==> src/rtl/resv_mon_pkg.sv <==
package resv_mon_pkg;
    // Number of line reservations; the sorting network is built for exactly four.
    localparam int RM_SLOTS = 4;

    typedef enum logic [1:0] {
        ST_OPEN = 2'd0,
        ST_SORT = 2'd1,
        ST_LOCK = 2'd2
    } mon_state_e;
endpackage

==> src/rtl/resv_slot_table.sv <==
module resv_slot_table
    import resv_mon_pkg::*;
#(
    parameter int LINE_W = 26,
    parameter int SLOTS  = RM_SLOTS,
    localparam int CNT_W = $clog2(SLOTS + 1),
    localparam int IDX_W = $clog2(SLOTS)
) (
    input  logic                           clk,
    input  logic                           rst_n,
    input  logic                           clr,
    input  logic                           wr_en,
    input  logic [LINE_W-1:0]              wr_line,
    input  logic [LINE_W-1:0]              snp_line,
    output logic [SLOTS-1:0]               slot_vld,
    output logic [SLOTS-1:0][LINE_W-1:0]   slot_line,
    output logic                           wr_ovf,
    output logic                           snp_hit,
    output logic [CNT_W-1:0]               slot_cnt
);
    logic [SLOTS-1:0] wr_match;
    logic [SLOTS-1:0] snp_match;
    logic             wr_hit;
    logic             full;
    logic [IDX_W-1:0] free_idx;

    // One address comparator pair per slot.
    for (genvar g = 0; g < SLOTS; g++) begin : g_cmp
        assign wr_match[g]  = slot_vld[g] && (slot_line[g] == wr_line);
        assign snp_match[g] = slot_vld[g] && (slot_line[g] == snp_line);
    end

    assign wr_hit  = |wr_match;
    assign snp_hit = |snp_match;
    assign full    = &slot_vld;
    assign wr_ovf  = wr_en && !wr_hit && full;

    always_comb begin
        logic found;
        found    = 1'b0;
        free_idx = '0;
        for (int i = 0; i < SLOTS; i++) begin
            if (!slot_vld[i] && !found) begin
                free_idx = IDX_W'(i);
                found    = 1'b1;
            end
        end
    end

    always_comb begin
        slot_cnt = '0;
        for (int i = 0; i < SLOTS; i++) begin
            slot_cnt = slot_cnt + CNT_W'(slot_vld[i]);
        end
    end

    always_ff @(posedge clk) begin
        if (!rst_n) begin
            slot_vld  <= '0;
            slot_line <= '0;
        end else if (clr) begin
            slot_vld  <= '0;
        end else if (wr_en && !wr_hit && !full) begin
            slot_vld[free_idx]  <= 1'b1;
            slot_line[free_idx] <= wr_line;
        end
    end
endmodule

==> src/rtl/resv_sort4.sv <==
module resv_sort4 #(
    parameter int LINE_W = 26,
    localparam int KEY_W = LINE_W + 1
) (
    input  logic [3:0]              in_vld,
    input  logic [3:0][LINE_W-1:0]  in_line,
    output logic [3:0]              out_vld,
    output logic [3:0][LINE_W-1:0]  out_line
);
    // Key puts empty slots last: {empty, address}.
    logic [3:0][KEY_W-1:0] s0, s1, s2, s3;

    function automatic logic [KEY_W-1:0] kmin(input logic [KEY_W-1:0] a, input logic [KEY_W-1:0] b);
        return (a < b) ? a : b;
    endfunction

    function automatic logic [KEY_W-1:0] kmax(input logic [KEY_W-1:0] a, input logic [KEY_W-1:0] b);
        return (a < b) ? b : a;
    endfunction

    for (genvar g = 0; g < 4; g++) begin : g_key
        assign s0[g] = {~in_vld[g], in_line[g]};
    end

    // Five compare-exchange units in three layers.
    always_comb begin
        s1[0] = kmin(s0[0], s0[1]);  s1[1] = kmax(s0[0], s0[1]);
        s1[2] = kmin(s0[2], s0[3]);  s1[3] = kmax(s0[2], s0[3]);
        s2[0] = kmin(s1[0], s1[2]);  s2[2] = kmax(s1[0], s1[2]);
        s2[1] = kmin(s1[1], s1[3]);  s2[3] = kmax(s1[1], s1[3]);
        s3[0] = s2[0];
        s3[1] = kmin(s2[1], s2[2]);  s3[2] = kmax(s2[1], s2[2]);
        s3[3] = s2[3];
    end

    for (genvar g = 0; g < 4; g++) begin : g_out
        assign out_vld[g]  = ~s3[g][KEY_W-1];
        assign out_line[g] = s3[g][LINE_W-1:0];
    end
endmodule

==> src/rtl/resv_retry_ctr.sv <==
module resv_retry_ctr #(
    parameter int FAIL_W     = 3,
    parameter int ESC_THRESH = 3
) (
    input  logic              clk,
    input  logic              rst_n,
    input  logic              inc,
    input  logic              clr,
    output logic [FAIL_W-1:0] cnt,
    output logic              escalate
);
    localparam logic [FAIL_W-1:0] CNT_MAX = '1;
    localparam logic [FAIL_W-1:0] THR     = FAIL_W'(ESC_THRESH);

    always_ff @(posedge clk) begin
        if (!rst_n) begin
            cnt <= '0;
        end else if (clr) begin
            cnt <= '0;
        end else if (inc && cnt != CNT_MAX) begin
            cnt <= cnt + 1'b1;
        end
    end

    assign escalate = (cnt >= THR);
endmodule

==> src/rtl/resv_monitor.sv <==
module resv_monitor
    import resv_mon_pkg::*;
#(
    parameter int LINE_W     = 26,
    parameter int FAIL_W     = 3,
    parameter int ESC_THRESH = 3
) (
    input  logic              clk,
    input  logic              rst_n,
    input  logic              rsv_valid,
    input  logic [LINE_W-1:0] rsv_line,
    input  logic              sc_valid,
    input  logic              snp_valid,
    input  logic [LINE_W-1:0] snp_line,
    input  logic              lock_grant,
    output logic              sc_done,
    output logic              sc_pass,
    output logic              ovf_exc,
    output logic              lock_req,
    output logic [LINE_W-1:0] lock_line,
    output logic              snp_hold,
    output logic              busy,
    output logic              ordered,
    output logic [FAIL_W-1:0] fail_cnt
);
    localparam int SLOTS = RM_SLOTS;
    localparam int CNT_W = $clog2(SLOTS + 1);
    localparam int IDX_W = $clog2(SLOTS);

    mon_state_e state_q, state_d;

    logic [SLOTS-1:0]             slot_vld;
    logic [SLOTS-1:0][LINE_W-1:0] slot_line;
    logic [SLOTS-1:0]             srt_vld;
    logic [SLOTS-1:0][LINE_W-1:0] srt_line;
    logic [SLOTS-1:0]             srt_vld_q;
    logic [SLOTS-1:0][LINE_W-1:0] srt_q;
    logic [CNT_W-1:0]             slot_cnt;
    logic [CNT_W-1:0]             lk_idx_q;
    logic                         wr_ovf, snp_hit, failed_q;

    logic tbl_clr, tbl_wr, commit_ok, commit_bad, latch_sort, idx_adv, fail_mark;

    resv_slot_table #(.LINE_W(LINE_W), .SLOTS(SLOTS)) u_table (
        .clk(clk), .rst_n(rst_n), .clr(tbl_clr), .wr_en(tbl_wr), .wr_line(rsv_line),
        .snp_line(snp_line), .slot_vld(slot_vld), .slot_line(slot_line),
        .wr_ovf(wr_ovf), .snp_hit(snp_hit), .slot_cnt(slot_cnt)
    );

    resv_sort4 #(.LINE_W(LINE_W)) u_sort (
        .in_vld(slot_vld), .in_line(slot_line), .out_vld(srt_vld), .out_line(srt_line)
    );

    resv_retry_ctr #(.FAIL_W(FAIL_W), .ESC_THRESH(ESC_THRESH)) u_retry (
        .clk(clk), .rst_n(rst_n), .inc(commit_bad), .clr(commit_ok),
        .cnt(fail_cnt), .escalate(ordered)
    );

    // State register.
    always_ff @(posedge clk) begin
        if (!rst_n) state_q <= ST_OPEN;
        else        state_q <= state_d;
    end

    // Next state and control strobes.
    always_comb begin
        state_d    = state_q;
        tbl_wr     = 1'b0;
        commit_ok  = 1'b0;
        commit_bad = 1'b0;
        latch_sort = 1'b0;
        idx_adv    = 1'b0;
        fail_mark  = 1'b0;
        unique case (state_q)
            ST_OPEN: begin
                fail_mark = snp_valid && snp_hit && !ordered;
                if (sc_valid) begin
                    if (ordered) begin
                        state_d = ST_SORT;
                    end else if (failed_q || fail_mark) begin
                        commit_bad = 1'b1;
                    end else begin
                        commit_ok = 1'b1;
                    end
                end else begin
                    tbl_wr = rsv_valid;
                end
            end
            ST_SORT: begin
                latch_sort = 1'b1;
                if (slot_cnt == '0) begin
                    commit_ok = 1'b1;
                    state_d   = ST_OPEN;
                end else begin
                    state_d = ST_LOCK;
                end
            end
            ST_LOCK: begin
                if (lock_grant) begin
                    if (lk_idx_q + 1'b1 == slot_cnt) begin
                        commit_ok = 1'b1;
                        state_d   = ST_OPEN;
                    end else begin
                        idx_adv = 1'b1;
                    end
                end
            end
            default: state_d = ST_OPEN;
        endcase
    end

    assign tbl_clr = commit_ok || commit_bad;

    // Registered outputs and datapath.
    always_ff @(posedge clk) begin
        if (!rst_n) begin
            sc_done   <= 1'b0;
            sc_pass   <= 1'b0;
            ovf_exc   <= 1'b0;
            failed_q  <= 1'b0;
            lk_idx_q  <= '0;
            srt_q     <= '0;
            srt_vld_q <= '0;
        end else begin
            sc_done <= commit_ok || commit_bad;
            sc_pass <= commit_ok;
            ovf_exc <= tbl_wr && wr_ovf;
            if (tbl_clr)        failed_q <= 1'b0;
            else if (fail_mark) failed_q <= 1'b1;
            if (latch_sort) begin
                srt_q     <= srt_line;
                srt_vld_q <= srt_vld;
                lk_idx_q  <= '0;
            end else if (idx_adv) begin
                lk_idx_q  <= lk_idx_q + 1'b1;
            end
        end
    end

    assign busy      = (state_q != ST_OPEN);
    assign lock_req  = (state_q == ST_LOCK);
    assign lock_line = srt_q[lk_idx_q[IDX_W-1:0]];

    // Hold snoops that hit a line whose lock was already granted.
    always_comb begin
        snp_hold = 1'b0;
        if (lock_req && snp_valid) begin
            for (int i = 0; i < SLOTS; i++) begin
                if (CNT_W'(i) < lk_idx_q && srt_vld_q[i] && srt_q[i] == snp_line)
                    snp_hold = 1'b1;
            end
        end
    end
endmodule

==> config.mk <==
export PLATFORM = sky130hd
export DESIGN_NAME = resv_monitor
export DESIGN_NICKNAME = d
export VERILOG_FILES = /design/src/rtl/resv_mon_pkg.sv /design/src/rtl/resv_slot_table.sv /design/src/rtl/resv_sort4.sv /design/src/rtl/resv_retry_ctr.sv /design/src/rtl/resv_monitor.sv
export SDC_FILE = /design/constraint.sdc
export NUM_CORES = 1
export LEC_CHECK = 0
export ABC_AREA = 1
export CAP_MARGIN = 5
export CORE_MARGIN = 2
export CORE_UTILIZATION = 50
export CTS_CLUSTER_SIZE = 25
export DETAILED_ROUTE_END_ITERATION = 8
export GPL_TIMING_DRIVEN = 1
export PLACE_DENSITY = 0.77
export SYNTH_ARGS = -nofsm -noshare
export SYNTH_HDL_FRONTEND = slang
export SYNTH_HIERARCHICAL = 1
export SYNTH_SLANG_ARGS = --single-unit
==> constraint.sdc <==
create_clock -name clk -period 9.5 [get_ports clk]
set_clock_uncertainty 0.15 [all_clocks]
set_input_delay 0.95 -clock clk [delete_from_list [all_inputs] [get_ports clk]]
set_output_delay 0.95 -clock clk [all_outputs]
set_load 0.05 [all_outputs]
# Word level (Yosys, flattened, before mapping)
# Cells that the tools add are included.
dict set report word_totals {
  ff_bits 228
  output_inout_bits 36
  in_bits 58
  elab_cells 167
}
dict set report op_classes {
  eq_ne 20
  n_bitwise 11
  addsub 5
  magnitude_cmp 13
  n_reduce_logical 49
  mux 52
}
# op count
set op_table {}
lappend op_table {{26-bit == test} 12}
lappend op_table {{27-bit 2-to-1 mux} 10}
lappend op_table {{27-bit < comparator} 5}
lappend op_table {{104-bit bitwise mux} 1}
lappend op_table {{26-bit binary-select mux with 2-bit select} 1}
lappend op_table {{26-bit demux with 2-bit select} 1}
lappend op_table {{26-bit 2-to-1 mux} 2}
lappend op_table {{1-bit logical AND} 28}
lappend op_table {{1-bit 2-to-1 mux} 27}
lappend op_table {{2-bit 2-to-1 mux} 7}
lappend op_table {{1-bit NOT} 10}
lappend op_table {{1-bit logical NOT} 8}
lappend op_table {{4-bit AND reduction} 2}
lappend op_table {{4-bit OR reduction} 2}
lappend op_table {{3-bit by 1-bit adder with 3-bit output} 2}
lappend op_table {{3-bit by 1-bit adder with 3-bit output (second input constant)} 2}
lappend op_table {{1-bit by 3-bit < comparator with 1-bit output (first input constant)} 2}
lappend op_table {{2-bit by 3-bit < comparator with 1-bit output (first input constant)} 2}
lappend op_table {{2-bit by 3-bit < comparator with 1-bit output (second input constant)} 2}
lappend op_table {{2-bit != test (second input constant)} 3}
lappend op_table {{2-bit case mux with 3 select lines} 1}
lappend op_table {{2-bit OR reduction} 3}
lappend op_table {{4-bit bitwise OR} 1}
lappend op_table {{3-bit == test} 1}
lappend op_table {{other kinds (14)} 15}

# Logic depth before layout (Yosys ltp)
dict set report depth {
  ltp_word 14
  mapped_depth 44
  ltp_nobuf 39
}

# Hierarchy
# The synthesis kept the hierarchy.
# module seq_area_each_um2 cells_per_inst n_inst area_per_inst_um2
set modules_own_cells {}
lappend modules_own_cells {resv_slot_table 2162.1 1293 1 7594.8}
lappend modules_own_cells {resv_monitor 2342.2 1022 1 6515.0}
lappend modules_own_cells {resv_sort4 0.0 1240 1 6423.7}
lappend modules_own_cells {resv_retry_ctr 60.1 28 1 186.4}

# Worst setup path after synthesis
# No wires, ideal clock.
dict set report synth_path {
  kind {reg2reg}
  start {register u_table.slot_vld[0]}
  end {register srt_vld_q[1]}
  period_less_slack_ns 6.130
  required_ns 9.280
  setup_slack_ns 3.370
  setup_time_ns 0.070
  n_path_buf 5
  stages_incl_launch_ff 40
  t_arrival_ns 5.910
  path_cell_list {dfxtp_1 inv_1 ha_1 nand2_1 inv_2 nand2_2 nor2_2 nand2_1 nor2_1 nand2_2 nand2_2 buf_6 clkbuf_1 clkbuf_1 nand2_1 o21ai_0 ha_1 a21oi_1 [... 4 more ...] a21oi_2 nand2_4 inv_2 clkbuf_1 o21ai_0 ha_1 a21oi_1 o21ai_0 nand3_1 nand2_1 nand2_1 a21oi_1 a211oi_2 clkbuf_1 nand3_1 nand2_1 o21ai_0 a21oi_1}
}
dict set report synth_between {
  elab_chain_len 8
  elab_cells_between_ends 11
  classes_between {4 x order compare; 5 x mux; 2 x bitwise}
}
# element line_no
set synth_rtl {}
lappend synth_rtl {{from (decl)} resv_slot_table.sv:15} ;# output logic [SLOTS-1:0] slot_vld,
lappend synth_rtl {{from (signal assigned)} resv_slot_table.sv:59} ;# slot_vld <= '0;
lappend synth_rtl {{from (signal assigned)} resv_slot_table.sv:62} ;# slot_vld <= '0;
lappend synth_rtl {{from (signal, indexed assignment)} resv_slot_table.sv:64} ;# slot_vld[free_idx] <= 1'b1;
lappend synth_rtl {{1-bit NOT (*)} resv_sort4.sv:22} ;# assign s0[g] = {~in_vld[g], in_line[g]};
lappend synth_rtl {{27-bit < comparator} {resv_sort4.sv:14, resv_sort4.sv:18}}
lappend synth_rtl {{27-bit 2-to-1 mux, on equally long branches} {resv_sort4.sv:18, resv_sort4.sv:14}}
lappend synth_rtl {{27-bit < comparator, on equally long branches} {resv_sort4.sv:14, resv_sort4.sv:18}}
lappend synth_rtl {{27-bit 2-to-1 mux, on equally long branches} {resv_sort4.sv:14, resv_sort4.sv:18}}
lappend synth_rtl {{27-bit < comparator} resv_sort4.sv:14} ;# return (a < b) ? a : b;
lappend synth_rtl {{27-bit 2-to-1 mux (*)} resv_sort4.sv:14}
lappend synth_rtl {{1-bit NOT (*)} resv_sort4.sv:37} ;# assign out_vld[g] = ~s3[g][KEY_W-1];
lappend synth_rtl {{net srt_vld[1]} resv_monitor.sv:34} ;# logic [SLOTS-1:0] srt_vld;
lappend synth_rtl {{to (signal assigned)} resv_monitor.sv:132} ;# srt_vld_q <= srt_vld;
lappend synth_rtl {{to (decl)} resv_monitor.sv:36} ;# logic [SLOTS-1:0] srt_vld_q;
# Mark *: on every way through the listed nets, which the timed path passes. The rest lies on a longest branch.
# A chain may end at the register's enable or synchronous reset.

==> impl_metrics.yaml <==
outcome:
  status: "finished, final reports clean"
power_and_ir_drop:
  p_comb_share_pct: 43.1
  switching_power_uw: 1610
  leakagePower_uw: 0.0111
  power_density_mw_per_mm2: 165
  power_frac_clock_pct: 30.3
  pwr-share-seq_pct: 26.6
  ir_worst_vdd_uv: 146
  internal_power_uw: 2090
  swShare_pct: 43.5
  power_uw: 3700
cts:
  cts_root_buffer: "clkbuf_16"
  holdBufCountCts: 0
  cts_resized: 0
  postCtsSetupRepairBufs: 0
  cts_tree: "done"
  clock_latency_ns: 0.58
  numCtsBuffers: 29
  cts_buffer_depth: 3
  clkTransAtPathRegs_ns: 0.06
  htree_levels: 1
  clkSinkCount: 228
critical_path:
  cpMaxStageDelayCell: "dfxtp_1"
  worstSetupEndpointType: "flip-flop"
  worstReg2RegStart: "u_table/slot_line[80]"
  critical-path-max-stage-delay_ns: 0.61
  cp.required_ns: 9.77
  cp-start-kind: "flip-flop"
  crit_path_max_fanout: 55
  crit_path_start: "u_table/slot_line[80]"
  criticalPathCategory: "reg2reg"
  arrival_ns: 8.67
routing:
  routed_wl_um: 82500
  viasPerCell: 5.76
  initialDrtViolationCount: 3233
  route.vias.total: 23657
  antenna_left: 0
  routedWlPerCell_um: 20.1
  drt_drc_violations_left: 0
  first_pass_iters: 7
timing:
  fmax_mhz: 119
  fin_hold_ws_ns: 0.335
  final_max_slew_viol_count: 0
  setup_tns_ns: 0
  rsz0062_at_grt: "no"
  tightestPinTransition_ns: 1.00
  relSlewSlack_pct: 33.1
  fin_crit_sh_pct: 88.5
  layout_min_cycle_time_ns: 8.41
  setup_violations: 0
  finalHoldViolations: 0
floorplan:
  die_area_mm2: 0.0431
  io_pins: 94
  initial_utilization_pct: 50.7
  die_y_um: 208
  core_mm2: 0.0408
  rows: 74
  die_w_um: 208
logic_synthesis:
  synth_nets: 3775
  netlist_area_mm2: 0.0207
  syn_inst: 3583
  ys_warn_count: 6
  synth.avg_cell_area_um2: 5.78
  synth_ff_type: "dfxtp_1"
  synth_edf_count: 0
  synth-async-reset-ratio_pct: 0
  ys_ff_latch: 228
  yosysSeqAreaShare_pct: 22.0
  yosys.cell_types.count: 53
global_routing:
  grt_max_degree: 113
  grt_pass1_vias: 20449
  grt_pass1_wl_um: 123000
  gr-total-overflow: 0
  grtUsageTotal_pct: 36.8
  grt_antenna_before_repair: 0
cells_and_area:
  num-fill-cells: 4285
  drive_gt1_share_pct: 3.89
  seq_area_mm2: 0.00456
  layout.nets: 3745
  area_growth_pct: 8.22
  final_cell_area_mm2: 0.0224
  multi_input_area_mm2: 0.0135
  layoutNonFillerInstCount: 4105
  diodes: 0
place:
  port-buffer-count: 93
  dpl_cell_area_mm2: 0.0215
  dp_hpwl_um: 63000
  place_congestion: 1.11
  dp_cells: 4054
hold_path:
  hold_class: "reg2reg"
  hp-start: "srt_q[89]"
flow_run:
  max-cap-violations: 0
logic make-up (layout without fill, tap and decap cells):
group           Yosys count  in the layout  synth area share (%)
buf+inv                 608            598                  12.8
simple gates           1876           1876                  36.4
compound gates          649            649                  16.8
flops                   228            228                  22.0
xor+xnor                 88             88                  3.72
fa+ha+maj               134            134                  8.13
final timing paths:
check | to | slack, ns | depth (start not counted)
worst min-delay path | srt_q[89] | 0.34 | 2
worst min register to register | srt_q[89] | 0.34 | 2
worst max-delay path | srt_q[53] | 1.09 | 31
worst max register to register | srt_q[53] | 1.09 | 31
power by group through the flow:
| stage | Combinational [uW] | Clock, uW | Sequential, uW |
|---|---|---|---|
| floorplan | 1180 | 0 | 995 |
| global placement | 1530 | 0 | 1000 |
| detailed placement | 1540 | 0 | 1000 |
| CTS | 1550 | 1120 | 982 |
| global route | 1780 | 1160 | 982 |
| finish | 1590 | 1120 | 983 |
placed cells by master (no fill, tap or decap), drive strengths merged, types with 3 or more instances in the layout:
cell / n
xnor2: 53
o22ai: 78
nor3: 4
ha: 133
nand4: 43
dfxtp: 228
clkbuf: 38
o211ai: 3
a21oi: 186
a21o: 5
o2111ai: 5
inv: 428
o21ai: 348
clkinv: 14
a211oi: 6
nand2: 1116
nor4: 12
nand3b: 3
xor2: 35
clkdlybuf4s50: 92
a221oi: 11
buf: 23
or2: 4
nand3: 113
nor2: 579
critical path, delay by kind of cell (launching register included):
| family | cells | cell delay (ns) |
|---|---|---|
| buffers and inverters | 3 | 1.14 |
| and+or+nand+nor | 12 | 2.59 |
| adders and majority gates | 3 | 1.07 |
| AOI/OAI and AO/OA | 13 | 2.60 |
| DFF | 1 | 0.61 |
metrics by stage:
step,setup slack (ns),util (%)
5_1_grt,0.522,54.9
3_3_place_gp,1.40,52.6
6_report,1.09,54.9
4_1_cts,1.34,54.9
3_5_place_dp,1.40,52.6
2_1_floorplan,3.37,-
cell usage after synthesis, types with 5 or more instances:
master	instances	share of area, %
o21ai_0	343	8.3
buf_6	30	1.6
nor2_1	571	10
o2111ai_1	5	0.21
xnor2_1	53	2.2
nand2_2	16	0.48
nand2_1	1097	20
nand4_1	38	1.1
clkbuf_1	69	1.3
buf_2	50	1.2
inv_2	18	0.33
ha_1	133	8.0
dfxtp_1	228	22
xor2_1	35	1.5
inv_1	407	7.4
a221oi_1	11	0.46
buf_4	20	0.72
a21oi_1	184	4.4
nor2_2	6	0.18
clkbuf_2	5	0.12
o22ai_1	78	2.4
a21o_1	5	0.18
a211oi_1	5	0.18
nor4_1	12	0.36
nand3_1	110	2.7
state kept, by name (all words and copies together) (netlist names), 2 cells and up:
| signal | count |
|---|---|
| u_retry/cnt | 3 |
| u_table/slot_line | 104 |
| srt_vld_q | 4 |
| state_q | 2 |
| u_table/slot_vld | 4 |
| lk_idx_q | 3 |
| srt_q | 104 |
area by class of cell:
cell class              instances  area share (%)
multi-input cells            2747            60.2
flip-flops and latches        228            20.4
inverters                     432            7.28
repair buffers                115            4.95
clock buffers                  38            3.61
well taps                     532            2.97
clock inverters                13           0.591
per-layer routing:
metal | wire (um) | track usage, % | vias up
met5 | 0 | 0 | -
met4 | 5870 | 21.8 | 0
met3 | 8330 | 4.60 | 257
met2 | 33900 | 54.4 | 1391
met1 | 34400 | 51.1 | 10701
li1 | - | - | 11308
Power figures use the tool's default switching activity.
